`config.mk`:
```
export PLATFORM = sky130hd
export DESIGN_NAME = dot_mac_engine
export DESIGN_NICKNAME = d
export VERILOG_FILES = /design/src/rtl/dot_mac_pkg.sv /design/src/rtl/dot_seq_ctrl.sv /design/src/rtl/dot_mac_pipe.sv /design/src/rtl/dot_mac_engine.sv
export SDC_FILE = /design/constraint.sdc
export NUM_CORES = 2
export LEC_CHECK = 0
export ABC_AREA = 1
export BUFFER_PORTS_ARGS = -buffer_cell sky130_fd_sc_hd__buf_4
export CAP_MARGIN = 15
export CORE_UTILIZATION = 52
export DETAILED_ROUTE_END_ITERATION = 10
export GPL_TIMING_DRIVEN = 0
export PLACE_DENSITY = 0.68
export SYNTH_ARGS = -nofsm -noshare
export SYNTH_HDL_FRONTEND = slang
export SYNTH_HIERARCHICAL = 1
export SYNTH_SLANG_ARGS = --single-unit
export TNS_END_PERCENT = 20
```
`constraint.sdc`:
```
create_clock -name clk -period 10.87 [get_ports clk]
set_input_delay 0 -clock clk [delete_from_list [all_inputs] [get_ports clk]]
set_output_delay 0 -clock clk [all_outputs]
set_load 0.05 [all_outputs]
```
`src/rtl/dot_mac_pkg.sv`:
```
package dot_mac_pkg;
    localparam int STAGE_CYC = 2;
    localparam int N_STAGES  = 4;
    localparam int OP_LAT    = STAGE_CYC * N_STAGES;
    localparam int GAP_PIPE  = 4;
    localparam int GAP_SEQ   = OP_LAT;
    localparam int GAP_W     = $clog2(GAP_SEQ);

    typedef enum logic {
        ISSUE_SERIAL = 1'b0,
        ISSUE_OVERLAP = 1'b1
    } issue_mode_e;
endpackage

```
`src/rtl/dot_seq_ctrl.sv`:
```
module dot_seq_ctrl
    import dot_mac_pkg::*;
#(
    parameter int LEN_W = 11,
    parameter int AW    = 10
) (
    input  logic             clk,
    input  logic             rst_n,
    input  logic             start_i,
    input  logic             mode_i,
    input  logic [LEN_W-1:0] len_i,
    input  logic             job_done_i,
    output logic             busy_o,
    output logic             clr_o,
    output logic             issue_o,
    output logic             last_o,
    output logic [AW-1:0]    idx_o,
    output logic             zero_done_o
);
    typedef struct packed {
        logic             busy;
        logic             zero;
        issue_mode_e      mode;
        logic [LEN_W-1:0] len;
        logic [LEN_W-1:0] issued;
        logic [GAP_W-1:0] gap;
    } ctrl_t;

    ctrl_t ctl_d, ctl_q;
    logic  clr_c, issue_c;

    always_comb begin
        ctl_d   = ctl_q;
        clr_c   = start_i && !ctl_q.busy;
        issue_c = ctl_q.busy && !ctl_q.zero && (ctl_q.issued < ctl_q.len) && (ctl_q.gap == '0);
        if (clr_c) begin
            ctl_d.busy   = 1'b1;
            ctl_d.zero   = (len_i == '0);
            ctl_d.mode   = issue_mode_e'(mode_i);
            ctl_d.len    = len_i;
            ctl_d.issued = '0;
            ctl_d.gap    = '0;
        end else if (ctl_q.busy) begin
            if (issue_c) begin
                ctl_d.issued = ctl_q.issued + 1'b1;
                ctl_d.gap    = (ctl_q.mode == ISSUE_OVERLAP) ? GAP_W'(GAP_PIPE - 1) : GAP_W'(GAP_SEQ - 1);
            end else if (ctl_q.gap != '0) begin
                ctl_d.gap = ctl_q.gap - 1'b1;
            end
            ctl_d.zero = 1'b0;
            if (job_done_i) ctl_d.busy = 1'b0;
        end
    end

    always_ff @(posedge clk or negedge rst_n) begin
        if (!rst_n) ctl_q <= '0;
        else        ctl_q <= ctl_d;
    end

    assign busy_o      = ctl_q.busy;
    assign clr_o       = clr_c;
    assign issue_o     = issue_c;
    assign last_o      = issue_c && (ctl_q.issued == ctl_q.len - 1'b1);
    assign idx_o       = ctl_q.issued[AW-1:0];
    assign zero_done_o = ctl_q.zero;

    // a start seen mid-job leaves the latched length untouched
    p_start_ignored_r9: assert property (@(posedge clk) disable iff (!rst_n)
        (ctl_q.busy && start_i && !job_done_i) |=> (ctl_q.busy && $stable(ctl_q.len)));
endmodule

```
`src/rtl/dot_mac_pipe.sv`:
```
module dot_mac_pipe
    import dot_mac_pkg::*;
#(
    parameter int DW    = 32,
    parameter int ACC_W = 74
) (
    input  logic             clk,
    input  logic             rst_n,
    input  logic             clr_i,
    input  logic             issue_i,
    input  logic             last_i,
    input  logic             zero_done_i,
    input  logic [DW-1:0]    a_rdata_i,
    input  logic [DW-1:0]    b_rdata_i,
    output logic             wr_en_o,
    output logic [ACC_W-1:0] wr_data_o
);
    localparam int PW   = 2 * DW;
    localparam int SLOT = OP_LAT - 1;

    typedef struct packed {
        logic [SLOT:1]    vld;
        logic [SLOT:1]    lst;
        logic [DW-1:0]    opa;
        logic [DW-1:0]    opb;
        logic [PW-1:0]    prod;
        logic [PW-1:0]    prod2;
        logic [ACC_W-1:0] sum;
        logic [ACC_W-1:0] acc;
        logic [ACC_W-1:0] res;
    } pipe_t;

    pipe_t pp_d, pp_q;

    always_comb begin
        pp_d     = pp_q;
        pp_d.vld = {pp_q.vld[SLOT-1:1], issue_i};
        pp_d.lst = {pp_q.lst[SLOT-1:1], last_i};
        // load, second cycle: capture the returned words
        if (pp_q.vld[1]) begin
            pp_d.opa = a_rdata_i;
            pp_d.opb = b_rdata_i;
        end
        // multiply, two cycles
        if (pp_q.vld[2]) pp_d.prod  = PW'($signed(pp_q.opa) * $signed(pp_q.opb));
        if (pp_q.vld[3]) pp_d.prod2 = pp_q.prod;
        // add, two cycles: form the sum, then commit it
        if (pp_q.vld[4]) pp_d.sum = pp_q.acc + {{(ACC_W-PW){pp_q.prod2[PW-1]}}, pp_q.prod2};
        if (pp_q.vld[5]) pp_d.acc = pp_q.sum;
        // save, first cycle: hold the final sum for the write
        if (pp_q.vld[6] && pp_q.lst[6]) pp_d.res = pp_q.acc;
        if (clr_i) pp_d.acc = '0;
    end

    always_ff @(posedge clk or negedge rst_n) begin
        if (!rst_n) pp_q <= '0;
        else        pp_q <= pp_d;
    end

    assign wr_en_o   = (pp_q.vld[SLOT] && pp_q.lst[SLOT]) || zero_done_i;
    assign wr_data_o = zero_done_i ? '0 : pp_q.res;

    // ops enter no closer than four cycles, so fetch, multiply and add never hold two ops
    p_issue_spacing_r3: assert property (@(posedge clk) disable iff (!rst_n)
        $onehot0(pp_q.vld[4:1]));
    // an accepted start leaves a zero accumulator
    p_acc_clear_r7: assert property (@(posedge clk) disable iff (!rst_n)
        clr_i |=> (pp_q.acc == '0));
    // no two writes on consecutive cycles
    p_single_write_r8: assert property (@(posedge clk) disable iff (!rst_n)
        wr_en_o |=> !wr_en_o);
endmodule

```
`src/rtl/dot_mac_engine.sv`:
```
module dot_mac_engine
    import dot_mac_pkg::*;
#(
    parameter int DW      = 32,
    parameter int MAX_LEN = 1024,
    parameter int LEN_W   = $clog2(MAX_LEN + 1),
    parameter int AW      = $clog2(MAX_LEN),
    parameter int ACC_W   = 2 * DW + $clog2(MAX_LEN)
) (
    input  logic             clk,
    input  logic             rst_n,
    input  logic             start,
    input  logic             pipe_mode,
    input  logic [LEN_W-1:0] vec_len,
    output logic             a_rd_en,
    output logic [AW-1:0]    a_addr,
    input  logic [DW-1:0]    a_rdata,
    output logic             b_rd_en,
    output logic [AW-1:0]    b_addr,
    input  logic [DW-1:0]    b_rdata,
    output logic             res_wr_en,
    output logic [ACC_W-1:0] res_wdata,
    output logic             done
);
    logic          busy_w, clr_w, issue_w, last_w, zero_w, wr_w;
    logic [AW-1:0] idx_w;

    dot_seq_ctrl #(.LEN_W(LEN_W), .AW(AW)) u_ctrl (
        .clk         (clk),
        .rst_n       (rst_n),
        .start_i     (start),
        .mode_i      (pipe_mode),
        .len_i       (vec_len),
        .job_done_i  (wr_w),
        .busy_o      (busy_w),
        .clr_o       (clr_w),
        .issue_o     (issue_w),
        .last_o      (last_w),
        .idx_o       (idx_w),
        .zero_done_o (zero_w)
    );

    dot_mac_pipe #(.DW(DW), .ACC_W(ACC_W)) u_pipe (
        .clk         (clk),
        .rst_n       (rst_n),
        .clr_i       (clr_w),
        .issue_i     (issue_w),
        .last_i      (last_w),
        .zero_done_i (zero_w),
        .a_rdata_i   (a_rdata),
        .b_rdata_i   (b_rdata),
        .wr_en_o     (wr_w),
        .wr_data_o   (res_wdata)
    );

    assign a_rd_en   = issue_w;
    assign b_rd_en   = issue_w;
    assign a_addr    = idx_w;
    assign b_addr    = idx_w;
    assign res_wr_en = wr_w;
    assign done      = wr_w;

    // a completion only happens inside a running job
    p_done_in_job_r8: assert property (@(posedge clk) disable iff (!rst_n)
        done |-> busy_w);
    // reads only while a job is running
    p_read_in_job_r2: assert property (@(posedge clk) disable iff (!rst_n)
        a_rd_en |-> busy_w);
endmodule

```
==> results.md <==
- IO Port Bufs: 176
- Core Region: 122000 µm²
- Ys async rst share: 100%
- Synth area leader: fa_1
- Final setup violation count: 0
- CTS resizes: 0
- Fin nets: 10100
- CTS tree: done
- Min Tclk post-route: 9.64 ns
- CTS H-tree lvls: 2
- DRC: 0
- Maximum clock rate: 104 MHz
- Detail Route Antenna Nets: 0
- CP most frequent cell: fa_1
- Synthesis Warnings: 6
- Status: finished clean
- Total number of vias: 55500
- Clock Sinks: 456
- Tot GR Track Use: 41.6%
- WL final: 253 mm
- Buf+Inv Stages, Crit Path: 7
- Vias in the first global route: 57600
- Tcrit/Tclk final: 88.6%
- DRT iter0 DRCs: 5257
- Die Footprint: 124000 µm²
- Commonest non-fill, non-tap cells in the layout: nand2_1 (2417), inv_1 (2172), fa_1 (1083)
- CP Capture Type: register
- Placer Congestion: 1.06
- Largest stage delay, worst path: 1.10 ns
- Net Count, Synth: 9748
- RSZ-0062 raised after global routing: no
- CP Class: register to register
- Avg Vias per Cell: 5.38
- Final setup skew: 0.0332 ns
- Synthesized flop and latch total: 456
- Max Slew Vio Count: 0
- Crit-path slowest cell: fa_1
- Post-Syn Instances: 8314
- Clock Latency Late Sink: 0.70 ns
- Worst-Margin Slew: 1.39 ns
- Final hold violations: 0
- Root Buffer: clkbuf_16
- CTS Buffer Depth: 3
- Sequential area share after synthesis: 17.8%
- First-pass GRT wire length: 373 mm
- Drt wl/cell: 24.5 µm
- Hold WC Path Type: input port to register
- Commonest non-fill, non-tap cell in the layout: nand2_1
- Worst Path Required: 11.42 ns
- Synthesized cell area: 64000 µm²
- Length of the first detailed-routing pass in iterations: 6
- Share of cells above drive strength 1: 6.07%
- CTS clk-pin slew, worst paths: 0.07 ns
- Slew Limit Headroom: 7.41%
- Largest net degree at the start of global routing: 125
- Avg Inst Size Synth: 7.69 µm²
- Maxcap violations: 0
- Post-synth cell types: 48
- Sequential Area: 11400 µm²
- CP delay by family, top: adder cells
- CP Data Arrival Time: 10.19 ns
- Num CTS Buffers: 53
- Worst-path fanout max: 12
- Initial antenna violation count: 10
- Global route overflow: 0
- Post-synth EDFFs: 0
- Dpl hpwl: 212 mm
- Startpoint types: register
- Top cell type's share of synthesized area: 33.9%
- Top cells by area, synth: fa_1 (34%), dfrtp_1 (18%), nand2_1 (14%)
- Setup TNS: 0 ns
- Post-CTS Setup Inserts: 0
- Die outline height: 353 µm
- Area of the multi-input gates: 42800 µm²
- Die width: 353 µm
- Fillcell total: 11600
- Starting Density: 52.5%
- Area grow syn2layout: 10.1%
- IO Pins: 177
- Row count: 128
- Synth Flop Type: dfrtp_1
## cell type report
cell class                      instances  share of cell area (%)
Sequential cell                       456                    16.2
Clock inverter                         17                   0.350
Inverter                             2195                    11.7
Timing Repair Buffer                  279                    3.63
Antenna cell                            3                  0.0107
Clock buffer                           79                    2.25
Tap cell                             1625                    2.89
Buffer                                362                    2.09
Multi-Input combinational cell       5301                    60.9
## kinds of logic (layout without fill, tap and decap cells)
family / count (synthesis) / in the layout / share of synthesized area, %
DFF: 456 / 456 / 17.8
xor gates and xnor gates: 61 / 61 / 0.835
muxes: 116 / 116 / 2.04
buffers and inverters: 2557 / 2932 / 15.2
adders and majority gates: 1355 / 1355 / 39.2
AOI/OAI and AO/OA: 498 / 498 / 4.19
other: 0 / 3 / 0
and+or+nand+nor: 3271 / 3271 / 20.7
## synth_stat cells, types with 7 or more instances
library cell  instances
o21ai_0             240
nand2_1            2417
nor2_2               18
nand3_1             264
dfrtp_1             456
nor3_2                9
xor2_1               17
mux2_2              116
o21ai_1              38
nand3b_1             33
inv_2                16
fa_1               1083
nand2_2              21
o22ai_1              17
buf_4                23
xnor2_1              44
ha_1                272
nand3_2               7
buf_2                 7
nor3_1               27
o21bai_1             37
clkinv_1              7
inv_1              2172
a21oi_1             144
clkbuf_1            319
buf_1                11
nand4_1              52
nor2_1              395
## layer usage
metal	wire length (µm)	GRT usage, %	vias to the layer above	part of all wire [%]
met1	96500	51.7	27700	38
met5	35	0	-	0.014
met3	19600	6.97	658	7.8
met4	20100	27.0	6	8.0
met2	117000	67.3	2501	46
li1	-	-	24700	-
## state kept, by name, summed over array words and instances (netlist names)
signal	flops
u_ctrl/idx_o	10
u_ctrl/busy_o	1
u_ctrl/ctl_q	16
u_pipe/pp_q	416
u_pipe/pp_d	12
u_ctrl/zero_done_o	1
## timing repair
item / in CTS / in global routing
endpoints found under the setup margin: 0 / 0
endpoints found under the hold margin: 414 / 0
hold buffers: 84 / 0
## worst paths after layout
kind                                  start               end  slack, ns  cells past startpoint
setup / recovery           u_pipe/pp_q[413]  u_pipe/pp_q[343]       1.23                     27
hold / removal                   a_rdata[2]  u_pipe/pp_q[384]       0.08                      3
setup reg to reg           u_pipe/pp_q[413]  u_pipe/pp_q[343]       1.23                     27
hold reg to reg            u_pipe/pp_d[419]  u_pipe/pp_d[420]       0.35                      0
max in group asynchronous             rst_n  u_pipe/pp_q[277]       9.18                      5
min in group asynchronous             rst_n   u_ctrl/idx_o[9]       0.45                      4
## through the flow
stage	hold slack, ns	setup WS [ns]	util (%)	area, µm²	instances
floorplan	-0.296	3.55	-	64000	8314
global placement	0.211	1.49	55.2	67300	10100
detailed placement	-0.00532	1.35	55.5	67600	10100
CTS	0.0400	1.31	57.7	70300	10300
global route	0.0865	0.992	57.7	70400	10300
finish	0.0818	1.23	57.7	70400	10300
## worst min-delay path, delay by kind of cell
family	cells	cell delay (ns)
multiplexers	1	0.13
buffers and inverters	2	0.62
Power is left out: the tool's default activity adds up to more than one toggle a clock period on the data nets, which glitch-free logic cannot reach.
